<file path="src/rtl/segx_pkg.sv">
package segx_pkg;

    typedef enum logic [1:0] {
        XC_OK     = 2'd0,
        XC_ABSENT = 2'd1,
        XC_BOUND  = 2'd2,
        XC_FORMAT = 2'd3
    } xcode_e;

    typedef enum logic [1:0] {
        XS_IDLE = 2'd0,
        XS_REQ  = 2'd1,
        XS_WAIT = 2'd2
    } xstate_e;

endpackage

</file>
<file path="src/rtl/segx_tbl_sel.sv">
module segx_tbl_sel #(
    parameter int SEG_W = 14,
    parameter int AW    = 24
) (
    input  logic [SEG_W-1:0] seg_i,
    input  logic [AW-1:0]    lbase_i,
    input  logic [AW-1:0]    pbase_i,
    output logic [AW-1:0]    addr_o,
    output logic             pub_o
);
    localparam int IDX_W = SEG_W - 1;

    logic [AW-1:0] idx_ext;

    always_comb begin
        pub_o   = seg_i[SEG_W-1];
        idx_ext = {{(AW-IDX_W){1'b0}}, seg_i[IDX_W-1:0]};
        addr_o  = (pub_o ? pbase_i : lbase_i) + idx_ext;
    end
endmodule

</file>
<file path="src/rtl/segx_entry_unpack.sv">
module segx_entry_unpack #(
    parameter int LEN_W = 18,
    parameter int AW    = 24
) (
    input  logic [AW+LEN_W+1:0] word_i,
    output logic                present_o,
    output logic                redir_o,
    output logic [LEN_W-1:0]    len_o,
    output logic [AW-1:0]       base_o
);
    localparam int EW = AW + LEN_W + 2;

    always_comb begin
        present_o = word_i[EW-1];
        redir_o   = word_i[EW-2];
        len_o     = word_i[AW+LEN_W-1:AW];
        base_o    = word_i[AW-1:0];
    end
endmodule

</file>
<file path="src/rtl/segx_entry_judge.sv">
module segx_entry_judge
    import segx_pkg::*;
#(
    parameter int DISP_W = 18,
    parameter int LEN_W  = 18,
    parameter int AW     = 24
) (
    input  logic              present_i,
    input  logic              redir_i,
    input  logic              deny_redir_i,
    input  logic [LEN_W-1:0]  len_i,
    input  logic [AW-1:0]     base_i,
    input  logic [DISP_W-1:0] disp_i,
    output xcode_e            code_o,
    output logic [AW-1:0]     paddr_o
);
    localparam int CW = (DISP_W > LEN_W) ? DISP_W : LEN_W;

    logic [CW-1:0] disp_c;
    logic [CW-1:0] len_c;

    always_comb begin
        disp_c  = CW'(disp_i);
        len_c   = CW'(len_i);
        paddr_o = '0;
        if (redir_i && deny_redir_i) begin
            code_o = XC_FORMAT;
        end else if (!present_i) begin
            code_o = XC_ABSENT;
        end else if (disp_c > len_c) begin
            code_o = XC_BOUND;
        end else begin
            code_o  = XC_OK;
            paddr_o = base_i + {{(AW-DISP_W){1'b0}}, disp_i};
        end
    end
endmodule

</file>
<file path="src/rtl/seg_addr_xlat.sv">
module seg_addr_xlat
    import segx_pkg::*;
#(
    parameter int SEG_W  = 14,
    parameter int DISP_W = 18,
    parameter int LEN_W  = 18,
    parameter int AW     = 24
) (
    input  logic                    clk,
    input  logic                    rst_n,
    input  logic                    xl_req_i,
    input  logic [SEG_W-1:0]        xl_seg_i,
    input  logic [DISP_W-1:0]       xl_disp_i,
    input  logic [AW-1:0]           lt_base_i,
    input  logic [AW-1:0]           pt_base_i,
    output logic                    tr_req_o,
    output logic [AW-1:0]           tr_addr_o,
    input  logic                    tr_valid_i,
    input  logic [AW+LEN_W+1:0]     tr_data_i,
    output logic                    xl_done_o,
    output logic [1:0]              xl_code_o,
    output logic [AW-1:0]           xl_paddr_o
);
    typedef struct packed {
        xstate_e           st;
        logic              second;
        logic              pub;
        logic [DISP_W-1:0] disp;
        logic [AW-1:0]     addr;
        logic              done;
        xcode_e            code;
        logic [AW-1:0]     paddr;
    } regs_t;

    regs_t r_d, r_q;

    logic [AW-1:0]    sel_addr;
    logic             sel_pub;
    logic             ent_present;
    logic             ent_redir;
    logic [LEN_W-1:0] ent_len;
    logic [AW-1:0]    ent_base;
    xcode_e           j_code;
    logic [AW-1:0]    j_paddr;

    segx_tbl_sel #(.SEG_W(SEG_W), .AW(AW)) sel_i (
        .seg_i   (xl_seg_i),
        .lbase_i (lt_base_i),
        .pbase_i (pt_base_i),
        .addr_o  (sel_addr),
        .pub_o   (sel_pub)
    );

    segx_entry_unpack #(.LEN_W(LEN_W), .AW(AW)) unp_i (
        .word_i    (tr_data_i),
        .present_o (ent_present),
        .redir_o   (ent_redir),
        .len_o     (ent_len),
        .base_o    (ent_base)
    );

    segx_entry_judge #(.DISP_W(DISP_W), .LEN_W(LEN_W), .AW(AW)) jdg_i (
        .present_i    (ent_present),
        .redir_i      (ent_redir),
        .deny_redir_i (r_q.second | r_q.pub),
        .len_i        (ent_len),
        .base_i       (ent_base),
        .disp_i       (r_q.disp),
        .code_o       (j_code),
        .paddr_o      (j_paddr)
    );

    always_comb begin
        r_d      = r_q;
        r_d.done = 1'b0;
        case (r_q.st)
            XS_IDLE: begin
                if (xl_req_i) begin
                    r_d.st     = XS_REQ;
                    r_d.second = 1'b0;
                    r_d.pub    = sel_pub;
                    r_d.disp   = xl_disp_i;
                    r_d.addr   = sel_addr;
                end
            end
            XS_REQ: begin
                r_d.st = XS_WAIT;
            end
            XS_WAIT: begin
                if (tr_valid_i) begin
                    if (ent_redir && !r_q.second && !r_q.pub) begin
                        r_d.st     = XS_REQ;
                        r_d.second = 1'b1;
                        r_d.addr   = ent_base;
                    end else begin
                        r_d.st    = XS_IDLE;
                        r_d.done  = 1'b1;
                        r_d.code  = j_code;
                        r_d.paddr = j_paddr;
                    end
                end
            end
            default: begin
                r_d.st = XS_IDLE;
            end
        endcase
    end

    always_ff @(posedge clk) begin
        if (!rst_n) begin
            r_q <= '0;
        end else begin
            r_q <= r_d;
        end
    end

    assign tr_req_o   = (r_q.st == XS_REQ);
    assign tr_addr_o  = r_q.addr;
    assign xl_done_o  = r_q.done;
    assign xl_code_o  = r_q.code;
    assign xl_paddr_o = r_q.paddr;

endmodule

</file>
<file path="config.mk">
export PLATFORM = sky130hd
export DESIGN_NAME = seg_addr_xlat
export DESIGN_NICKNAME = d
export VERILOG_FILES = /design/src/rtl/segx_pkg.sv /design/src/rtl/segx_tbl_sel.sv /design/src/rtl/segx_entry_unpack.sv /design/src/rtl/segx_entry_judge.sv /design/src/rtl/seg_addr_xlat.sv
export SDC_FILE = /design/constraint.sdc
export NUM_CORES = 1
export LEC_CHECK = 0
export ABC_CLOCK_PERIOD_IN_PS = 5950
export BUFFER_PORTS_ARGS = -buffer_cell sky130_fd_sc_hd__buf_2
export CAP_MARGIN = 15
export CORE_MARGIN = 5
export CORE_UTILIZATION = 35
export CTS_CLUSTER_SIZE = 20
export DETAILED_ROUTE_END_ITERATION = 6
export PLACE_DENSITY_LB_ADDON = 0.1
export REMOVE_ABC_BUFFERS = 1
export SYNTH_ARGS = -nofsm -noshare
export SYNTH_HDL_FRONTEND = slang
export SYNTH_SLANG_ARGS = --single-unit
</file>
<file path="constraint.sdc">
create_clock -name clk -period 5.95 [get_ports clk]
set_input_delay 0.595 -clock clk [delete_from_list [all_inputs] [get_ports clk]]
set_output_delay 0.595 -clock clk [all_outputs]
set_load 0.05 [all_outputs]
</file>
==> results.ini, run 1 <==
[logic_synthesis]
ys_async_sr_fraction_pct = 0
ys_ff_latch = 73
synth_area_leaders = dfxtp_1 24%, ha_1 10%, buf_4 6.4%, a21oi_1 5.4%, nand2_1 5.1%
yosysTopAreaCell = dfxtp_1
yosys_most_used_dff = dfxtp_1
ys_warn_count = 0
ys_seq_area_share_pct = 24.1
synth_area_um2 = 6050
yosysTopAreaCellShare_pct = 24.1
syn_inst = 759
synth_edf_count = 0
yosysUniqueCellTypes = 72
syn_area_per_cell_um2 = 7.98

[cts]
postCtsHoldBufs = 0
clock-sinks = 73
cts_resized = 0
cts_buffers = 9
cts-root-buf = clkbuf_16
clk_pin_slew_ns = 0.06
htree_num_levels = 3
cts_tree = done
post-cts-setup-buffers = 0
clockBufferDepth = 2
clk_latency_ns = 0.35

[route]
route.met2.wl_mm = 9.26
wl_mm = 19.0
wl_met3_um = 828
drt-met1-wl_mm = 8.46
dr.first_iter.drc_count = 443
dr.max_layer_used = met5
ant_nets = 0
wl_per_cell_um = 17.4
firstDrtPassIters = 6
route.detailed.drc = 0
via_per_inst = 5.26
vias = 5752

[finish]
area_delta_synth_final_pct = 14.1
multi_input_comb_area_um2 = 3880
drive_above_1_share_pct = 27.5
stdcell_area_um2 = 6910
final-seq-area_um2 = 1460
finalNetCount = 1043
fillers = 1817

[placement]
dpl_cell_area_um2 = 6640
dp_hpwl_mm = 15.1
gp_congestion = 0.857
numPortBuffers = 179

[worst_setup_path]
startpoint_type = input port
cp_cell_sequence = buf_2 > mux2_2 > ha_1 > fa_1 > a21o_1 > a21o_2 > a31oi_1 > a21oi_1 > xnor2_1 > a221oi_1 > nor2_1
crit_path_max_fanout = 28
crit_start = xl_seg_i[13]
rr_startpoint = r_q[68]
crit_required_ns = 6.19
crit_path_max_incr_delay_ns = 0.51
crit_type = in2reg
cp_slowest_cell = buf_2
r2r_slack_ns = 3.26
cp.arrival_ns = 3.66
endpoint_kind = register

[global_routing]
grt_max_degree = 42
grt_pass1_wl_mm = 29.8
grt_usage_pct = 18.7
grt_pass1_vias = 5701
antenna_found_initial = 2
overflow = 0

[timing]
finalHoldWorstSlack_ns = 0.449
setup_viol = 0
finalCritPeriodShare_pct = 57.5
grt_setup_unrepaired = no
finClkSkew_ns = 0.0107
tightest_slew_ns = 1.08
max_freq_mhz = 292
final.setup.tns_ns = 0
maxSlewViolCount = 0
finalHoldViolCount = 0
finalCriticalPeriod_ns = 3.42
maxSlewHeadroom_pct = 28.2

[run_status]
outcome = complete, no violations

[die]
io_pins = 180
die_h_um = 142
initial_core_util_pct = 35.4
dieArea_um2 = 20000
die_x_um = 142
fp.coreArea_um2 = 17100
rows = 48

[power]
power_density_nw_per_um2 = 226
leakagePower_nw = 3.18
ir_drop_v = 0.000137

[run]
maxCapViolations = 0

[hold_path]
hp-start = xl_paddr_o[21]
hold_class = reg2reg

==> metal layers <==
| metal | track usage (%) | up-vias |
|---|---|---|
| met5 | 0 | - |
| li1 | - | 2915 |
| met1 | 24.1 | 2657 |
| met4 | 7.07 | 2 |
| met2 | 31.7 | 148 |
| met3 | 2.70 | 30 |
==> cell type report <==
type	instances	area share [%]
multi-input combinational	571	56.2
sequential	73	21.2
timing repair buffer	181	13.2
tap	225	4.08
clock buffer	12	3.57
inverter	28	1.52
clock inverter	3	0.254
antenna	1	0.0362
==> cell families (layout without fill, tap and decap cells) <==
| kind of cell | count (synthesis) | count (layout) | share of synthesized area, % |
|---|---|---|---|
| compound gates | 221 | 221 | 25.2 |
| xor+xnor | 28 | 28 | 4.05 |
| fa+ha+maj | 51 | 51 | 10.8 |
| buf+inv | 115 | 224 | 11.8 |
| flops | 73 | 73 | 24.1 |
| mux | 31 | 31 | 5.52 |
| other cells | 0 | 1 | 0 |
| simple gates | 240 | 240 | 18.5 |
==> stage by stage <==
step	util (%)	instances	setup WS (ns)	power (mW)
6_report	40.3	1094	2.53	1.56
3_5_place_dp	38.8	1078	2.13	1.07
3_3_place_gp	38.8	1078	2.17	1.07
4_1_cts	40.3	1093	2.50	1.58
5_1_grt	40.3	1094	2.36	1.66
2_1_floorplan	-	672	3.09	0.908
==> cells in the final DEF (no fill, tap or decap), types with 12 or more instances in the layout <==
cell,count
a21o_1,14
xnor2_1,18
mux2_2,19
inv_1,27
dfxtp_1,73
buf_2,179
a21oi_1,65
nand3_1,16
nor3_1,18
o21ai_0,33
a22oi_1,16
ha_1,49
nand2_1,82
mux2i_1,12
a31oi_1,13
nor2_1,66
a221oi_1,13
==> power breakdown <==
part / total (mW) / internal (mW) / switching [mW]
Sequential: 0.538 / 0.518 / 0.0204
Combinational: 0.524 / 0.194 / 0.331
Clock: 0.501 / 0.290 / 0.211
Total: 1.56 / 1.00 / 0.562
==> path summary, 6_finish.rpt <==
check | end | depth (start not counted)
setup / recovery | tr_addr_o[14] | 11
hold / removal | xl_paddr_o[21] | 2
setup reg to reg | xl_paddr_o[16] | 8
hold reg to reg | xl_paddr_o[21] | 2
==> Yosys cell counts, drive strengths merged (3+ instances only) <==
master / number
a2111oi: 4
a211oi: 10
a21boi: 3
a21o: 15
a21oi: 67
a221oi: 16
a22oi: 16
a31oi: 13
and2: 7
and3: 11
buf: 59
clkbuf: 27
dfxtp: 73
ha: 49
inv: 27
mux2: 19
mux2i: 12
nand2: 84
nand3: 16
nand3b: 4
nand4: 9
nor2: 69
nor2b: 6
nor3: 19
o211ai: 7
o21a: 6
o21ai: 38
o21bai: 3
o22ai: 5
o31ai: 4
or2: 4
xnor2: 18
xor2: 10
==> critical path: cells and delay by family <==
| family | cells | cell delay (ns) |
|---|---|---|
| AOI/OAI and AO/OA | 5 | 1.29 |
| adders and majority gates | 2 | 0.60 |
| buffers and inverters | 1 | 0.51 |
| muxes | 1 | 0.41 |
| xor gates and xnor gates | 1 | 0.16 |
| and+or+nand+nor | 1 | 0.08 |
==> state kept, by name (all words and copies together) (netlist names) <==
signal,count
r_q,22
tr_addr_o,24
xl_code_o,2
xl_done_o,1
xl_paddr_o,24
(Power assumes the default switching activity.)
==> run 2, diff against run 1 <==
Settings changed: ABC_CLOCK_PERIOD_IN_PS 5950 to 2900.
Clock period 5.95 ns to 2.9 ns, I/O delays scaled along.
==> run 2 against run 1 <==
Effect of this change:
- sequential cell count did not move
- clock skew shrank 0.0022 ns
- final cell count grew 2.7%
- routed wire length is 3.3% higher
- global-route usage rose by 0.58 points
- sequential share of layout area decreased by 0.68 points
- register-to-register slack got worse by 3.0 ns
- clock power is 110% higher
- first-iteration DRC count fell by 18%
- total power increased by 110%
- largest power group is now combinational logic
- core utilization is 1.3 points higher
- critical path type is now reg2reg
==> results.ini, run 2 (synthesized netlist as in run 1, its figures left out) <==
[route]
wl_met3_um = 907  ; was 828 um
wl_per_cell_um = 17.5  ; was 17.4 um
ant_nets = 0  ; unchanged
firstDrtPassIters = 7  ; was 6
via_per_inst = 5.24  ; was 5.26
wl_mm = 19.6  ; was 19.0 mm
route.detailed.drc = 0  ; unchanged
route.met2.wl_mm = 9.62  ; was 9.26 mm
dr.first_iter.drc_count = 364  ; was 443
vias = 5895  ; was 5,752
dr.max_layer_used = met4  ; was met5
drt-met1-wl_mm = 8.80  ; was 8.46 mm

[timing]
final.setup.tns_ns = 0  ; unchanged
finalCriticalPeriod_ns = 2.67
setup_viol = 0  ; unchanged
max_freq_mhz = 374
finClkSkew_ns = 0.00850  ; was 0.0107 ns
finalHoldViolCount = 0  ; unchanged
finalCritPeriodShare_pct = 92.1
maxSlewViolCount = 0  ; unchanged
tightest_slew_ns = 0.925  ; was 1.08 ns
maxSlewHeadroom_pct = 38.2  ; was 28.2%
grt_setup_unrepaired = no  ; unchanged

[cts]
clk_latency_ns = 0.35  ; about the same
post-cts-setup-buffers = 0  ; unchanged
postCtsHoldBufs = 0  ; unchanged
cts_resized = 0  ; unchanged
cts-root-buf = clkbuf_16  ; unchanged
clock-sinks = 73  ; unchanged
clk_pin_slew_ns = 0.06  ; about the same
htree_num_levels = 3  ; unchanged
cts_buffers = 9  ; unchanged
cts_tree = done  ; unchanged
clockBufferDepth = 2  ; unchanged

[finish]
final_common_cell = buf_2  ; unchanged
area_delta_synth_final_pct = 17.8  ; was 14.1%
final_cell_mix = 179 x buf_2, 82 x nand2_1, 73 x dfxtp_1  ; unchanged
finalNetCount = 1072  ; was 1,043
finish.utilization_pct = 41.7  ; was 40.3%
drive_above_1_share_pct = 30.1  ; was 27.5%

[worst_setup_path]
crit_required_ns = 3.13  ; was 6.19 ns
startpoint_type = register  ; was input port
endpoint_kind = register  ; unchanged
cp.arrival_ns = 2.90  ; was 3.66 ns
crit_type = reg2reg  ; was in2reg
crit_path_max_fanout = 6  ; was 28

[die]
die_h_um = 142  ; unchanged
fp.coreArea_um2 = 17100  ; unchanged
initial_core_util_pct = 35.4  ; unchanged
dieArea_um2 = 20000  ; unchanged
rows = 48  ; unchanged
die_x_um = 142  ; unchanged
io_pins = 180  ; unchanged

[run]
maxCapViolations = 0  ; unchanged

[power]
power_density_nw_per_um2 = 462  ; was 226 nW/um2
power_mw = 3.30  ; was 1.56 mW
ir_drop_v = 0.000269  ; was 0.000137 V
leakagePower_nw = 3.33  ; was 3.18 nW

[placement]
gp_congestion = 0.906  ; was 0.857
dp_hpwl_mm = 15.9  ; was 15.1 mm
numPortBuffers = 179  ; unchanged

[global_routing]
grt_usage_pct = 19.3  ; was 18.7%
grt_pass1_wl_mm = 30.7  ; was 29.8 mm
antenna_found_initial = 1  ; was 2
grt_max_degree = 28  ; was 42
overflow = 0  ; unchanged
grt_pass1_vias = 5940  ; was 5,701

[hold_path]
hold_class = in2reg  ; was reg2reg

[run_status]
outcome = complete, no violations  ; unchanged

run 2: changes by cell type in the layout (fill, tap and decap cells not counted), sizes merged:
cell / change
clkbuf: -1
buf: +29
clkinv: +2
run 2: cell type report:
| class | count | area [um2] |
|---|---|---|
| Antenna cell | 1 | 2.50 |
| Clock buffer | 11 | 243 |
| Clock inverter | 5 | 31.3 |
| Fill cell | 1802 | 9980 |
| Inverter | 28 | 105 |
| Multi-Input combinational cell | 571 | 3880 |
| Sequential cell | 73 | 1460 |
| Tap cell | 225 | 282 |
| Timing Repair Buffer | 210 | 1130 |
run 2: per-layer routing:
metal,vias to the layer above,global-route usage [%]
met5,-,0
met4,0,6.01
met3,18,2.26
met2,171,33.8
met1,2739,24.8
li1,2967,-
run 2: power breakdown:
| group | total [mW] | switching (mW) | internal (mW) |
|---|---|---|---|
| registers | 1.11 | 0.0428 | 1.06 |
| clock network | 1.06 | 0.457 | 0.600 |
| logic | 1.13 | 0.694 | 0.439 |
| total | 3.30 | 1.19 | 2.10 |
run 2: critical path, cell delays in order (launching register included):
cell and delay [ns]:
dfxtp_1 0.33, ha_1 0.37, a21oi_1 0.37, a21boi_0 0.21, a311oi_1 0.53, a21oi_2 0.25
o221ai_1 0.24, xor2_1 0.17, o21ai_1 0.08
run 2: metrics by stage:
| stage | hold WS (ns) | setup slack, ns | area [um2] | instances |
|---|---|---|---|---|
| finish | 0.181 | 0.228 | 7130 | 1124 |
| global route | 0.188 | 0.164 | 7130 | 1124 |
| global placement | 0.436 | 0.0630 | 6860 | 1107 |
| CTS | 0.172 | 0.345 | 7130 | 1123 |
| floorplan | 0.399 | 0.349 | 5440 | 672 |
| detailed placement | 0.443 | -0.0111 | 6860 | 1107 |
run 2: final timing paths:
check	startpoint	end	slack, ns	depth (start not counted)
setup / recovery	r_q[58]	xl_paddr_o[21]	0.23	8
hold / removal	xl_disp_i[2]	r_q[53]	0.18	3
setup reg to reg	r_q[58]	xl_paddr_o[21]	0.23	8
hold reg to reg	xl_paddr_o[23]	xl_paddr_o[23]	0.45	2
